<file path="config.mk">
export PLATFORM = sky130hd
export DESIGN_NAME = pshift_bridge
export DESIGN_NICKNAME = d
export VERILOG_FILES = /design/src/rtl/pshift_pkg.sv /design/src/rtl/pshift_ctrl.sv /design/src/rtl/pshift_path.sv /design/src/rtl/pshift_bridge.sv
export SDC_FILE = /design/constraint.sdc
export NUM_CORES = 1
export LEC_CHECK = 0
export BUFFER_PORTS_ARGS = -buffer_cell sky130_fd_sc_hd__buf_2
export CAP_MARGIN = 20
export CORE_MARGIN = 5
export CORE_UTILIZATION = 25
export DETAILED_ROUTE_END_ITERATION = 16
export PLACE_DENSITY_LB_ADDON = 0.12
export SLEW_MARGIN = 20
export SYNTH_ARGS = -nofsm -noshare
export SYNTH_HDL_FRONTEND = slang
export SYNTH_SLANG_ARGS = --single-unit
</file>
<file path="constraint.sdc">
create_clock -name clk -period 10.75 [get_ports clk]
set_input_delay 0.5375 -clock clk [delete_from_list [all_inputs] [get_ports clk]]
set_output_delay 0.5375 -clock clk [all_outputs]
set_load 0.01 [all_outputs]
</file>
<file path="src/rtl/pshift_pkg.sv">
package pshift_pkg;
  // strobes passed from the period control to the gate datapath
  typedef struct packed {
    logic load;  // boundary: take new configuration, restart position
    logic run;   // a period has been started since reset
  } ctlStrobe_t;
endpackage

</file>
<file path="src/rtl/pshift_ctrl.sv">
module pshift_ctrl
  import pshift_pkg::*;
#(
  parameter int CNT_W   = 8,
  parameter int MIN_LEN = 4
) (
  input  logic             clk,
  input  logic             rstN,
  input  logic             periodStart,
  input  logic [CNT_W-1:0] periodLen,
  output ctlStrobe_t       ctl,
  output logic [CNT_W-1:0] pos,
  output logic [CNT_W-1:0] lenNext,
  output logic [CNT_W-1:0] lenCur
);
  localparam logic [CNT_W-1:0] MinLen = CNT_W'(MIN_LEN);

  logic running;
  logic wrap;

  assign lenNext  = (periodLen < MinLen) ? MinLen : periodLen;
  assign wrap     = running && (pos == lenCur - 1'b1);
  assign ctl.load = periodStart || wrap;
  assign ctl.run  = running;

  always_ff @(posedge clk or negedge rstN) begin
    if (!rstN) begin
      pos     <= '0;
      lenCur  <= MinLen;
      running <= 1'b0;
    end else if (ctl.load) begin
      pos     <= '0;
      lenCur  <= lenNext;
      running <= 1'b1;
    end else if (running) begin
      pos <= pos + 1'b1;
    end
  end
endmodule

</file>
<file path="src/rtl/pshift_path.sv">
module pshift_path
  import pshift_pkg::*;
#(
  parameter int CNT_W   = 8,
  parameter int DT_W    = 4,
  parameter int DT_MIN  = 1,
  parameter int ZERO_TH = 2
) (
  input  logic             clk,
  input  logic             rstN,
  input  logic             forceOff,
  input  ctlStrobe_t       ctl,
  input  logic [CNT_W-1:0] pos,
  input  logic [CNT_W-1:0] lenNext,
  input  logic [CNT_W-1:0] lenCur,
  input  logic [CNT_W-1:0] phaseCmd,
  input  logic [DT_W-1:0]  deadAb,
  input  logic [DT_W-1:0]  deadCd,
  output logic [3:0]       gates    // {A, B, C, D}
);
  localparam logic [CNT_W-1:0] ZeroTh  = CNT_W'(ZERO_TH);
  localparam logic [CNT_W-1:0] DeadMin = CNT_W'(DT_MIN);
  localparam int               NLEG    = 2;

  logic [CNT_W-1:0] halfNext;
  logic [CNT_W-1:0] shiftNext;
  logic [CNT_W-1:0] halfR;
  logic [CNT_W-1:0] shiftR;

  function automatic logic [CNT_W-1:0] clampDead(input logic [DT_W-1:0] d,
                                                 input logic [CNT_W-1:0] h);
    logic [CNT_W-1:0] v;
    v = CNT_W'(d);
    if (v < DeadMin) v = DeadMin;
    if (v > h - 1'b1) v = h - 1'b1;
    return v;
  endfunction

  always_comb begin
    halfNext = lenNext >> 1;
    if (phaseCmd < ZeroTh)        shiftNext = '0;
    else if (phaseCmd > halfNext) shiftNext = halfNext;
    else                          shiftNext = phaseCmd;
  end

  always_ff @(posedge clk or negedge rstN) begin
    if (!rstN) begin
      halfR  <= '0;
      shiftR <= '0;
    end else if (ctl.load) begin
      halfR  <= halfNext;
      shiftR <= shiftNext;
    end
  end

  for (genvar g = 0; g < NLEG; g++) begin : gLeg
    logic [DT_W-1:0]  deadIn;
    logic [CNT_W-1:0] deadR;
    logic [CNT_W-1:0] legPos;
    logic             firstOn;
    logic             secondOn;

    assign deadIn = (g == 0) ? deadAb : deadCd;

    always_ff @(posedge clk or negedge rstN) begin
      if (!rstN)         deadR <= DeadMin;
      else if (ctl.load) deadR <= clampDead(deadIn, halfNext);
    end

    if (g == 0) begin : gLead
      assign legPos = pos;
    end else begin : gLag
      // shiftR never exceeds half the period, so the sum stays below lenCur
      assign legPos = (pos >= shiftR) ? (pos - shiftR) : (pos + (lenCur - shiftR));
    end

    assign firstOn  = (legPos >= deadR) && (legPos < halfR);
    assign secondOn = legPos >= (halfR + deadR);

    assign gates[3-2*g] = ctl.run && !forceOff && firstOn;
    assign gates[2-2*g] = ctl.run && !forceOff && secondOn;
  end
endmodule

</file>
<file path="src/rtl/pshift_bridge.sv">
module pshift_bridge
  import pshift_pkg::*;
#(
  parameter int CNT_W   = 8,
  parameter int DT_W    = 4,
  parameter int DT_MIN  = 1,
  parameter int ZERO_TH = 2,
  parameter int MIN_LEN = 4
) (
  input  logic             clk,
  input  logic             rstN,
  input  logic             periodStart,
  input  logic [CNT_W-1:0] periodLen,
  input  logic [CNT_W-1:0] phaseCmd,
  input  logic [DT_W-1:0]  deadAb,
  input  logic [DT_W-1:0]  deadCd,
  input  logic             forceOff,
  output logic             gateA,
  output logic             gateB,
  output logic             gateC,
  output logic             gateD
);
  ctlStrobe_t       ctl;
  logic [CNT_W-1:0] pos;
  logic [CNT_W-1:0] lenNext;
  logic [CNT_W-1:0] lenCur;
  logic [3:0]       gates;

  pshift_ctrl #(.CNT_W(CNT_W), .MIN_LEN(MIN_LEN)) ctrl_i (
    .clk(clk), .rstN(rstN), .periodStart(periodStart), .periodLen(periodLen),
    .ctl(ctl), .pos(pos), .lenNext(lenNext), .lenCur(lenCur)
  );

  pshift_path #(.CNT_W(CNT_W), .DT_W(DT_W), .DT_MIN(DT_MIN), .ZERO_TH(ZERO_TH)) path_i (
    .clk(clk), .rstN(rstN), .forceOff(forceOff), .ctl(ctl), .pos(pos),
    .lenNext(lenNext), .lenCur(lenCur), .phaseCmd(phaseCmd),
    .deadAb(deadAb), .deadCd(deadCd), .gates(gates)
  );

  assign gateA = gates[3];
  assign gateB = gates[2];
  assign gateC = gates[1];
  assign gateD = gates[0];
endmodule

</file>
==> results.toml <==
[routing]
first_pass_iters = 4
drc_errors = 0
wirelength_um = 14300
vias = 3919
wl_per_cell_um = 16.74
routed_via_density = 4.589
drt_iter0_markers = 163
ant_nets = 0

[die]
core_area_um2 = 19460
initial_core_util_pct = 25.39
die-width_um = 150.6
ios = 32
die-area_um2 = 22680
rows = 51
die_h_um = 150.6

[clock_network]
cts_tree = "done"
cts_setup_buffers = 0
cts_buffers = 5
cts-root-buf = "clkbuf_16"
htreeDepth = 2
cts_hold_buffers = 0
clkTransAtPathRegs_ps = 70
cts_resized = 0
clock_latency_ps = 290
cts.path.max_buffers = 2
clkSinkCount = 42

[finish]
area_growth_pct = 12.76
antenna_cells = 0
layout.nets = 717
multiInputGateArea_um2 = 3518
nFillCells = 2104
ff_latch_area_um2 = 1055
layout-drive-gt1-share_pct = 9.508

[place]
port_buffers = 31
pre_cts_slack_ps = 5930
gp_congestion = 0.8776
dp_hpwl_um = 11740

[sta]
finalHoldViolations = 0
worstMarginPinSlew_ps = 714.7
max_clock_freq_mhz = 200.7
slew_violations = 0
rsz0062_at_grt = "false"
finalCriticalPeriod_ps = 4983
worst_slack_ps = 5767
setup_viol = 0
post-route-period-util_pct = 46.35
clock_skew_ps = 3.685
fin_tns_setup_ps = 0
relSlewSlack_pct = 52.27

[synthesis]
synth_cells = 562
synth_top_area_share_pct = 23.04
synth_edf_count = 0
synthTopCellsByArea = "ha_1 (23%), dfrtp_1 (20%), inv_1 (5.8%)"
synth_nets = 691
synth_cell_types = 59
synth_top_area_cell = "ha_1"
ys_ff_latch = 42
syn_avg_cell_area_um2 = 8.794
yosys_warnings = 0
seq_area_frac_synth_pct = 21.34
ys.flop_type = "dfrtp_1"
syn-cell-area_um2 = 4942
async_flop_share_pct = 100.0

[worst_setup_path]
required_ps = 10210
r2r-start = "ctrl_i.lenCur[1]"
reg2reg_to = "path_i.gLeg[0].deadR[0]"
startpoint_type = "register"
r2r_cells = 9
worstSetupPathType = "reg -> out"
r2r_slack_ps = 7260
cp_data_arrival_time_ps = 4450
cp-end-kind = "output port"
cp_max_fo = 12

[global_route]
grt-ovfl-total = 0
grt_pass1_wl_um = 23060
grtUsageTotal_pct = 13.29
grt_max_degree = 43
first_global_vias = 4037
antenna_found_initial = 0

[run_status]
outcome = "complete, no violations"

[min_path]
hp-class = "in -> async"

[job]
drv_cap = 0
registers in the layout, summed over array words and instances (netlist names):
| register | cells |
|---|---|
| ctrl_i.lenCur | 8 |
| path_i.shiftR | 8 |
| ctrl_i.running | 1 |
| ctrl_i.pos | 8 |
| path_i.gLeg.deadR | 16 |
| path_i.halfR | 1 |
worst max-delay path by stage:
stage / cells after the start / slack [ps] / to / start
4_1_cts: 16 / 5580 / gateC / ctrl_i.pos[0]
2_1_floorplan: 16 / 6530 / gateC / ctrl_i.pos[0]
3_5_place_dp: 16 / 5930 / gateC / ctrl_i.pos[0]
6_report: 17 / 5770 / gateC / ctrl_i.pos[0]
3_3_place_gp: 16 / 6040 / gateC / ctrl_i.pos[0]
5_1_grt: 17 / 5370 / gateC / ctrl_i.pos[0]
critical path, stage by stage (launching register included):
cell,delay [ps]
dfrtp_1,450
inv_1,170
ha_1,240
inv_1,80
fa_1,390
a21o_1,190
a2111oi_2,380
o21ai_1,200
clkbuf_4,240
mux2i_1,370
ha_1,310
nand2b_1,140
a21o_1,180
a21o_1,180
a21oi_1,170
o21ai_0,110
nor4b_2,190
buf_2,160
final cells by class:
type	count	area share, %
inverters	77	5.186
repair buffers	35	3.323
well taps	265	5.950
flip-flops and latches	42	18.93
multi-input cells	427	63.13
clock inverters	3	1.235
clock buffers	5	2.245
cell families after synthesis:
family | after synthesis | share of synthesized area [%]
AOI/OAI and AO/OA | 125 | 16.76
muxes | 28 | 5.721
adders and majority gates | 101 | 27.09
DFF | 42 | 21.34
buffers and inverters | 93 | 7.620
and+or+nand+nor | 129 | 13.52
xor gates and xnor gates | 44 | 7.950
synth_stat cells (all sizes together), types with 2 or more instances:
cell and instances:
nand2b 7, and3 3, o41ai 4, nand2 22
nand3 15, a21oi 31, or4 2, mux2 2
dfrtp 39, o21ai 25, nor3 14, nor2 37
buf 7, nor2b 8, ha 91, o22ai 8
clkbuf 9, a21o 19, xor2 15, nor4b 2
o211ai 3, a211oi 5, nand4 8, nor4 3
mux2i 26, or2 2, o31a 2, o211a 2
a2111oi 3, o21a 11, and2 2, o21bai 5
xnor2 29, inv 77, fa 10, dfstp 3
and4 2
through the flow:
step	util, %	instance area [um^2]	std cells	hold slack (ps)
3_3_place_gp	27.60	5371	845	529.0
4_1_cts	28.60	5565	853	354.8
3_5_place_dp	27.60	5371	845	529.8
6_report	28.63	5573	854	312.0
5_1_grt	28.63	5573	854	380.0
2_1_floorplan	-	4942	562	241.9
cells in the final DEF, fill, tap and decap left out, drive strengths merged, types with 4 or more instances in the layout:
cell type  count
o21bai         5
o21a          11
fa            10
o41ai          4
inv           77
nand4          8
dfrtp         39
nor2          37
nand2b         7
nand3         15
xnor2         29
nor2b          8
a21o          19
ha            91
nand2         22
nor3          14
buf           34
a21oi         31
o22ai          8
o21ai         25
a211oi         5
mux2i         26
xor2          15
clkbuf         6
layer usage:
metal	vias up	track usage, %	part of all wire [%]
met4	0	2.221	0.69
met1	1819	20.51	53
met5	-	0	0
met2	77	20.00	42
met3	8	1.626	3.5
li1	2015	-	-
Power is not shown: default switching activity piles up to over one toggle a cycle in this logic, so the estimate is an artifact.
